## src/rtl/pcd_pkg.sv

```systemverilog
package pcd_pkg;
  typedef enum logic [2:0] {
    S_IDLE,
    S_WR_LO,
    S_WR_HI,
    S_READ,
    S_EVAL
  } seq_state_e;

  localparam int ARG_RISE   = 0;
  localparam int ARG_FALL   = 1;
  localparam int ARG_LVL_HI = 2;
  localparam int ARG_LVL_LO = 3;

  localparam logic CFG_OP_TYPE   = 1'b0;
  localparam logic CFG_OP_ENABLE = 1'b1;
endpackage

```

## src/rtl/pcd_cfg_regs.sv

```systemverilog
module pcd_cfg_regs
  import pcd_pkg::*;
#(
  parameter int NUM_PINS = 22,
  parameter int PIN_W    = 5
) (
  input  logic                clk,
  input  logic                rst_n,
  input  logic                cfg_valid,
  input  logic                cfg_op,
  input  logic [PIN_W-1:0]    cfg_pin,
  input  logic [3:0]          cfg_arg,
  input  logic                cfg_lock,
  input  logic                sync_take,
  output logic [NUM_PINS-1:0] en_mask,
  output logic [NUM_PINS-1:0] rise_en,
  output logic [NUM_PINS-1:0] fall_en,
  output logic                cfg_err,
  output logic                sync_pend
);
  localparam logic [PIN_W-1:0] FAULT_IDX = PIN_W'(NUM_PINS);

  logic lock_q, dirty_q;
  logic is_pin, is_fault, level_req, type_wr, en_wr, bad_cfg, release_ev;

  assign is_pin     = cfg_pin < FAULT_IDX;
  assign is_fault   = cfg_pin == FAULT_IDX;
  assign level_req  = cfg_arg[ARG_LVL_HI] | cfg_arg[ARG_LVL_LO];
  assign type_wr    = cfg_valid && (cfg_op == CFG_OP_TYPE) && is_pin && !level_req;
  assign en_wr      = cfg_valid && (cfg_op == CFG_OP_ENABLE) && is_pin;
  assign bad_cfg    = cfg_valid && (cfg_op == CFG_OP_TYPE) && !is_fault && (level_req || !is_pin);
  assign release_ev = lock_q && !cfg_lock;

  always_ff @(posedge clk) begin
    if (!rst_n) begin
      en_mask   <= '0;
      rise_en   <= '0;
      fall_en   <= '0;
      cfg_err   <= 1'b0;
      lock_q    <= 1'b0;
      dirty_q   <= 1'b0;
      sync_pend <= 1'b0;
    end else begin
      cfg_err <= bad_cfg;
      lock_q  <= cfg_lock;
      if (type_wr) begin
        rise_en[cfg_pin] <= cfg_arg[ARG_RISE];
        fall_en[cfg_pin] <= cfg_arg[ARG_FALL];
      end
      if (en_wr) begin
        en_mask[cfg_pin] <= cfg_arg[0];
        dirty_q          <= 1'b1;
      end
      if (sync_take) sync_pend <= 1'b0;
      if (release_ev && dirty_q) begin
        sync_pend <= 1'b1;
        dirty_q   <= en_wr;
      end
    end
  end


  cfg_err_src_chk: assert property (@(posedge clk) disable iff (!rst_n)
    cfg_err |-> $past(cfg_valid));

  cfg_level_keep_chk: assert property (@(posedge clk) disable iff (!rst_n)
    $past(cfg_valid && level_req) |-> ($stable(rise_en) && $stable(fall_en)));
endmodule

```

## src/rtl/pcd_edge_eval.sv

```systemverilog
module pcd_edge_eval #(
  parameter int NUM_PINS = 22
) (
  input  logic [NUM_PINS-1:0] new_state,
  input  logic [NUM_PINS-1:0] cache,
  input  logic [NUM_PINS-1:0] en_mask,
  input  logic [NUM_PINS-1:0] rise_en,
  input  logic [NUM_PINS-1:0] fall_en,
  output logic [NUM_PINS-1:0] fired,
  output logic                any_change
);
  function automatic logic [NUM_PINS-1:0] live_changes(
    input logic [NUM_PINS-1:0] now_v, input logic [NUM_PINS-1:0] old_v,
    input logic [NUM_PINS-1:0] mask_v);
    return (now_v ^ old_v) & mask_v;
  endfunction

  function automatic logic [NUM_PINS-1:0] edge_filter(
    input logic [NUM_PINS-1:0] chg_v, input logic [NUM_PINS-1:0] now_v,
    input logic [NUM_PINS-1:0] up_v, input logic [NUM_PINS-1:0] dn_v);
    return (chg_v & now_v & up_v) | (chg_v & ~now_v & dn_v);
  endfunction

  logic [NUM_PINS-1:0] live_chg;

  assign live_chg   = live_changes(new_state, cache, en_mask);
  assign fired      = edge_filter(live_chg, new_state, rise_en, fall_en);
  assign any_change = |live_chg;
endmodule

```

## src/rtl/pcd_port_seq.sv

```systemverilog
module pcd_port_seq
  import pcd_pkg::*;
#(
  parameter int              NUM_PINS   = 22,
  parameter int              LO_BITS    = 14,
  parameter int              ADDR_W     = 8,
  parameter int              DATA_W     = 24,
  parameter logic [ADDR_W-1:0] STATE_ADDR = 8'h3E,
  parameter logic [ADDR_W-1:0] LO_ADDR    = 8'h1C,
  parameter logic [ADDR_W-1:0] HI_ADDR    = 8'h1A
) (
  input  logic                clk,
  input  logic                rst_n,
  input  logic                irq_line,
  input  logic                flag_valid,
  input  logic                flag_int,
  input  logic                flag_fault,
  input  logic                sync_pend,
  input  logic [NUM_PINS-1:0] en_mask,
  output logic                sync_take,
  output logic                port_req,
  output logic                port_we,
  output logic [ADDR_W-1:0]   port_addr,
  output logic [DATA_W-1:0]   port_wdata,
  input  logic                port_ack,
  input  logic [NUM_PINS-1:0] port_rdata,
  output logic                in_eval,
  output logic [NUM_PINS-1:0] read_state,
  output logic                snap_int,
  output logic                snap_fault
);
  localparam int HI_BITS = NUM_PINS - LO_BITS;

  seq_state_e state_q;
  logic [1:0] pend_q, incoming;

  assign incoming  = flag_valid ? {flag_fault, flag_int} : 2'b00;
  assign in_eval   = state_q == S_EVAL;
  assign sync_take = (state_q == S_IDLE) && sync_pend;

  always_comb begin
    port_req   = 1'b0;
    port_we    = 1'b0;
    port_addr  = STATE_ADDR;
    port_wdata = '0;
    case (state_q)
      S_WR_LO: begin
        port_req   = 1'b1;
        port_we    = 1'b1;
        port_addr  = LO_ADDR;
        port_wdata = {(DATA_W-LO_BITS)'(0), en_mask[LO_BITS-1:0]};
      end
      S_WR_HI: begin
        port_req   = 1'b1;
        port_we    = 1'b1;
        port_addr  = HI_ADDR;
        port_wdata = {(DATA_W-HI_BITS)'(0), en_mask[NUM_PINS-1:LO_BITS]};
      end
      S_READ:  port_req = 1'b1;
      default: ;
    endcase
  end

  always_ff @(posedge clk) begin
    if (!rst_n) begin
      state_q    <= S_IDLE;
      pend_q     <= 2'b00;
      read_state <= '0;
      snap_int   <= 1'b0;
      snap_fault <= 1'b0;
    end else begin
      pend_q <= pend_q | incoming;
      case (state_q)
        S_IDLE: begin
          if (sync_pend)                          state_q <= S_WR_LO;
          else if (irq_line || (pend_q != 2'b00)) state_q <= S_READ;
        end
        S_WR_LO: if (port_ack) state_q <= S_WR_HI;
        S_WR_HI: if (port_ack) state_q <= S_IDLE;
        S_READ: begin
          if (port_ack) begin
            read_state <= port_rdata;
            {snap_fault, snap_int} <= pend_q | incoming;
            pend_q     <= 2'b00;
            state_q    <= S_EVAL;
          end
        end
        S_EVAL:  state_q <= ((pend_q | incoming) != 2'b00) ? S_READ : S_IDLE;
        default: state_q <= S_IDLE;
      endcase
    end
  end


  req_hold_chk: assert property (@(posedge clk) disable iff (!rst_n)
    (port_req && !port_ack) |=> (port_req && $stable(port_addr) && $stable(port_we)));

  rd_addr_chk: assert property (@(posedge clk) disable iff (!rst_n)
    (port_req && !port_we) |-> (port_addr == STATE_ADDR));

  wr_addr_chk: assert property (@(posedge clk) disable iff (!rst_n)
    (port_req && port_we) |-> ((port_addr == LO_ADDR) || (port_addr == HI_ADDR)));
endmodule

```

## src/rtl/pin_event_demux.sv

```systemverilog
module pin_event_demux
  import pcd_pkg::*;
#(
  parameter int NUM_PINS = 22,
  parameter int LO_BITS  = 14,
  parameter int ADDR_W   = 8,
  parameter int DATA_W   = 24,
  parameter int PIN_W    = 5
) (
  input  logic                clk,
  input  logic                rst_n,
  input  logic                irq_line,
  input  logic                flag_valid,
  input  logic                flag_int,
  input  logic                flag_fault,
  input  logic                cfg_valid,
  input  logic                cfg_op,
  input  logic [PIN_W-1:0]    cfg_pin,
  input  logic [3:0]          cfg_arg,
  input  logic                cfg_lock,
  output logic                cfg_err,
  output logic                port_req,
  output logic                port_we,
  output logic [ADDR_W-1:0]   port_addr,
  output logic [DATA_W-1:0]   port_wdata,
  input  logic                port_ack,
  input  logic [NUM_PINS-1:0] port_rdata,
  output logic [NUM_PINS-1:0] pin_fire,
  output logic                fault_fire,
  output logic                pass_done,
  output logic                handled
);
  logic [NUM_PINS-1:0] en_mask, rise_en, fall_en, read_state, cache_q, fired;
  logic sync_pend, sync_take, in_eval, snap_int, snap_fault, any_change;

  pcd_cfg_regs #(.NUM_PINS(NUM_PINS), .PIN_W(PIN_W)) u_cfg (
    .clk, .rst_n, .cfg_valid, .cfg_op, .cfg_pin, .cfg_arg, .cfg_lock,
    .sync_take, .en_mask, .rise_en, .fall_en, .cfg_err, .sync_pend
  );

  pcd_port_seq #(.NUM_PINS(NUM_PINS), .LO_BITS(LO_BITS),
                 .ADDR_W(ADDR_W), .DATA_W(DATA_W)) u_seq (
    .clk, .rst_n, .irq_line, .flag_valid, .flag_int, .flag_fault,
    .sync_pend, .en_mask, .sync_take, .port_req, .port_we, .port_addr,
    .port_wdata, .port_ack, .port_rdata, .in_eval, .read_state,
    .snap_int, .snap_fault
  );

  pcd_edge_eval #(.NUM_PINS(NUM_PINS)) u_eval (
    .new_state(read_state), .cache(cache_q), .en_mask, .rise_en, .fall_en,
    .fired, .any_change
  );

  always_ff @(posedge clk) begin
    if (!rst_n) begin
      cache_q    <= '0;
      pin_fire   <= '0;
      fault_fire <= 1'b0;
      pass_done  <= 1'b0;
      handled    <= 1'b0;
    end else begin
      pin_fire   <= '0;
      fault_fire <= 1'b0;
      pass_done  <= 1'b0;
      handled    <= 1'b0;
      if (in_eval) begin
        cache_q    <= read_state;
        pin_fire   <= fired;
        fault_fire <= snap_fault;
        pass_done  <= 1'b1;
        handled    <= any_change | snap_fault | snap_int;
      end
    end
  end


  fire_mask_chk: assert property (@(posedge clk) disable iff (!rst_n)
    (|pin_fire) |-> ((pin_fire & ~$past(en_mask)) == '0));

  fire_done_chk: assert property (@(posedge clk) disable iff (!rst_n)
    ((|pin_fire) || fault_fire || handled) |-> pass_done);

  done_after_eval_chk: assert property (@(posedge clk) disable iff (!rst_n)
    pass_done |-> $past(in_eval));

  fault_handled_chk: assert property (@(posedge clk) disable iff (!rst_n)
    fault_fire |-> handled);
endmodule

```

## config.mk

```make
export PLATFORM = sky130hd
export DESIGN_NAME = pin_event_demux
export DESIGN_NICKNAME = d
export VERILOG_FILES = /design/src/rtl/pcd_pkg.sv /design/src/rtl/pcd_cfg_regs.sv /design/src/rtl/pcd_edge_eval.sv /design/src/rtl/pcd_port_seq.sv /design/src/rtl/pin_event_demux.sv
export SDC_FILE = /design/constraint.sdc
export NUM_CORES = 1
export LEC_CHECK = 0
export ABC_CLOCK_PERIOD_IN_PS = 2300
export BUFFER_PORTS_ARGS = -buffer_cell sky130_fd_sc_hd__buf_4
export CAP_MARGIN = 40
export CORE_MARGIN = 8
export CORE_UTILIZATION = 44
export CTS_CLUSTER_DIAMETER = 100
export DETAILED_ROUTE_END_ITERATION = 10
export HOLD_SLACK_MARGIN = 0.03
export PLACE_DENSITY = 0.65
export SLEW_MARGIN = 20
export SYNTH_ARGS = -nofsm -noshare
export SYNTH_HDL_FRONTEND = slang
export SYNTH_SLANG_ARGS = --single-unit
```

## constraint.sdc

```tcl
create_clock -name clk -period 2.3 [get_ports clk]
set_clock_uncertainty 0.2 [all_clocks]
set_input_delay 0.46 -clock clk [delete_from_list [all_inputs] [get_ports clk]]
set_output_delay 0.46 -clock clk [all_outputs]
set_load 0.03 [all_outputs]
```

==> metrics.json <==
{
  "outcome": {
    "outcome": "finished, violations left",
    "failing_checks": "setup timing"
  },
  "place": {
    "placed_area_sq_mm": 0.00737,
    "io_buffers": 85,
    "hpwl_after_detailed_placement_um": 13900,
    "gp_congestion": 0.930,
    "place_inst": 1005
  },
  "logic_synthesis": {
    "synth.yosys.warnings": 0,
    "yosysUniqueCellTypes": 48,
    "async_reset_ff_share_pct": 0,
    "yosys_register_bits": 146,
    "post-synth-top-area-cell": "sky130_fd_sc_hd__dfxtp_1",
    "syn-cell-area_sq_mm": 0.00645,
    "synth_area_leaders": "sky130_fd_sc_hd__dfxtp_1, sky130_fd_sc_hd__nand2_1, sky130_fd_sc_hd__mux2i_1",
    "synth_top_flop_cell": "sky130_fd_sc_hd__dfxtp_1",
    "synth_top_cell_area_share_pct": 45.3,
    "syn_area_per_cell_sq_um": 8.59,
    "post_synth_inst_count": 751,
    "ys_seq_area_share_pct": 45.3,
    "synth_edf_count": 0
  },
  "cts": {
    "max-clock-path-buffers": 2,
    "ctsHtreeMaxLevel": 4,
    "clock_sinks": 146,
    "clk-insertion-delay-late_ps": 420,
    "post_cts_hold_buffer_count": 0,
    "tritoncts": "yes",
    "cts_buffers": 17,
    "cts-root-buf": "sky130_fd_sc_hd__clkbuf_16",
    "cts.clk_slew.worst_paths_ps": 60
  },
  "worst_setup_path": {
    "setup.worst_path.end_class": "output port",
    "ff2ff_path_depth": 5,
    "cp_cell_sequence": "nor3b_4, buf_6, buf_8, a22o_1, buf_6",
    "crit_path_top_delay_cell": "sky130_fd_sc_hd__dfxtp_4",
    "timing.critical_path.mode_cell": "sky130_fd_sc_hd__buf_6",
    "reg2reg_setup_slack_ps": 370,
    "critPathRequiredTime_ps": 1640,
    "worstPathMaxFanout": 8,
    "cp-start-kind": "flop",
    "worstPathArrival_ps": 1640,
    "timing.critical_path.max_delay_family": "buffers and inverters",
    "crit_path_max_incr_delay_ps": 390,
    "critPathBufInv": 3,
    "path_class": "flop to output port",
    "critical_path_depth": 5
  },
  "run": {
    "cap_viol_max_count": 0
  },
  "global_routing": {
    "grt_pass1_vias": 5676,
    "grt.overflow.total": 0,
    "total_global_routing_track_utilization_pct": 20.5,
    "antenna_violations_before_repair": 0,
    "grt_first_pass_wirelength_um": 29600,
    "grt_start_max_net_pins": 41
  },
  "final_layout": {
    "layout-area-overhead-vs-synth_pct": 25.3,
    "stdcell_count": 1041,
    "antenna_diode_count": 0,
    "share_of_layout_cells_above_drive_strength_1_pct": 20.5,
    "final_net_count": 886,
    "fillers": 1321,
    "final_cell_area_sq_mm": 0.00808,
    "final_util_pct": 56.0
  },
  "timing": {
    "maxSlewViolCount": 0,
    "max-slew-margin-rel_pct": 59.0,
    "fmax_ghz": 0.434,
    "finalCritPeriodShare_pct": 100,
    "period_minus_slack_ps": 2300,
    "hold_viol": 0,
    "unrepaired_setup_endpoints_after_global_routing": "true",
    "timing.final.ws_setup_ps": -2.70,
    "totalNegativeSetupSlack_ps": -2.70,
    "setup_viol": 1,
    "timing_worst_slew_pin_value_ps": 615
  },
  "die": {
    "dieArea_sq_mm": 0.0188,
    "rows": 44,
    "floorplan.die.width_um": 137,
    "start_util_pct": 44.7,
    "placeableCoreArea_sq_mm": 0.0144,
    "die_height_um": 137,
    "top_level_ports": 101
  },
  "worst_hold_path": {
    "holdCritPathClass": "primary input to flop",
    "worst_hold_path_stage_count": 2
  },
  "detailed_routing": {
    "drcViolationCount": 0,
    "route.detailed.wl_per_inst_um": 18.4,
    "dr.first_iter.drc_count": 421,
    "drtAntennaViolNets": 0,
    "routed-via-count": 5712,
    "via_per_inst": 5.49,
    "postRouteWirelength_um": 19100,
    "drt_first_pass_iters": 6
  },
  "pwr": {
    "cellPowerDensity_mw_per_mm2": 723,
    "combinationalPowerShare_pct": 9.4,
    "static-leakage-power_uw": 0.00347,
    "power.ir.vdd_worst_mv": 0.518,
    "p_switching_uw": 1410,
    "clock_power_share_pct": 46.2,
    "p_seq_share_pct": 44.4,
    "switching_share_pct": 24.1,
    "power_report.internal_total_uw": 4440
  }
}
## registers in the layout, summed over array words and instances, names as in the netlist
register and cells:
u_cfg.en_mask 22, u_cfg.cfg_err 1, u_seq.state_q 3, u_seq.read_state 22, u_cfg.sync_pend 1, u_cfg.rise_en 22, u_seq.snap_fault 1, pin_fire 22
u_cfg.dirty_q 1, u_seq.pend_q 2, pass_done 1, fault_fire 1, cache_q 22, u_cfg.fall_en 22, u_cfg.lock_q 1, u_seq.snap_int 1
handled 1
## synthesized netlist by cell type (2+ instances only)
cell,instances
sky130_fd_sc_hd__nand2_1,178
sky130_fd_sc_hd__dfxtp_1,146
sky130_fd_sc_hd__a21oi_1,69
sky130_fd_sc_hd__mux2i_1,48
sky130_fd_sc_hd__clkbuf_1,42
sky130_fd_sc_hd__nand3b_1,40
sky130_fd_sc_hd__nor2_1,31
sky130_fd_sc_hd__and3_1,22
sky130_fd_sc_hd__xor2_1,22
sky130_fd_sc_hd__o31ai_1,18
sky130_fd_sc_hd__buf_4,15
sky130_fd_sc_hd__nand3_1,13
sky130_fd_sc_hd__o21ai_0,11
sky130_fd_sc_hd__a22oi_1,9
sky130_fd_sc_hd__and2_1,8
sky130_fd_sc_hd__nand4_1,8
sky130_fd_sc_hd__a22o_1,7
sky130_fd_sc_hd__buf_2,7
sky130_fd_sc_hd__inv_1,6
sky130_fd_sc_hd__nand2b_1,5
sky130_fd_sc_hd__a2111oi_2,4
sky130_fd_sc_hd__nor3b_1,4
sky130_fd_sc_hd__a2111oi_4,3
sky130_fd_sc_hd__a211oi_1,3
sky130_fd_sc_hd__a21o_1,3
sky130_fd_sc_hd__and3b_1,2
sky130_fd_sc_hd__conb_1,2
sky130_fd_sc_hd__nor3_1,2
sky130_fd_sc_hd__o21a_1,2
sky130_fd_sc_hd__or2_1,2
sky130_fd_sc_hd__or3b_2,2
## area by class of cell
type                       instances  area, sq um  share of cell area [%]
clock buffer                      21          470                    5.82
clock inverter                    10          109                    1.35
inverter                           6         22.5                   0.279
multi-input combinational        546         3250                    40.3
sequential                       146         2930                    36.3
tap                              184          230                    2.85
timing repair buffer             128         1060                    13.1
## cells by family after synthesis
| logic type | count (synthesis) | share of synthesized area, % |
|---|---|---|
| xor+xnor | 22 | 2.99 |
| compound gates | 136 | 14.4 |
| flops | 146 | 45.3 |
| buf+inv | 72 | 5.32 |
| mux | 48 | 7.45 |
| simple gates | 325 | 24.4 |
| other cells | 2 | 0.116 |
## cells in the final DEF, fill, tap and decap left out, drive strengths merged, types with 2 or more instances in the layout
master and count:
nand2 178, dfxtp 146, buf 127, a21oi 70, mux2i 48, nand3b 40
nor2 31, and3 22, xor2 22, clkbuf 21, o31ai 18, conb 15
nand3 13, o21ai 11, a22oi 9, and2 8, nand4 8, a2111oi 8
a22o 7, clkinv 6, inv 6, nand2b 5, nor3b 5, a21o 3
a211oi 3, or2 3, or3b 3, and3b 2, nor3 2, o21a 2
clkinvlp 2, bufinv 2
## per-stage QoR
| stage | setup slack (ps) | hold slack [ps] | power, uW |
|---|---|---|---|
| after CTS | 17.5 | 53.7 | 5820 |
| after floorplan | 20.9 | 235 | 2950 |
| after global routing | -63.3 | 66.4 | 6030 |
| after global placement | 46.9 | 244 | 3120 |
| final | -2.70 | 66.8 | 5840 |
| after detailed placement | 7.96 | 258 | 3130 |
## per-layer routing
layer,up-vias,GRT usage (%),wire [um]
li1,2750,-,-
met3,44,4.92,1330
met5,-,0,0
met2,201,32.9,9030
met4,0,9.41,515
met1,2717,25.5,8260
## path summary, 6_finish.rpt
check,end,start
worst max register to register,pin_fire[18],u_seq.state_q[0]
worst max-delay path,port_wdata[2],u_seq.state_q[0]
worst min register to register,u_cfg.rise_en[13],u_cfg.rise_en[13]
worst min-delay path,u_cfg.lock_q,cfg_lock
## power groups by stage
stage | Sequential, uW | Clock, uW | Combinational (uW)
6_report | 2590 | 2700 | 549
5_1_grt | 2600 | 2850 | 584
4_1_cts | 2590 | 2730 | 491
3_5_place_dp | 2650 | 0 | 487
3_3_place_gp | 2640 | 0 | 481
2_1_floorplan | 2630 | 0 | 314
## repair_timing
item | in CTS | in global routing
cloned | 0 | 1
endpoints found under the setup margin | 16 | 7
pin swaps | 0 | 3
buffers inserted | 0 | 4
gates resized for setup | 6 | 18
Power figures use the tool's default switching activity.
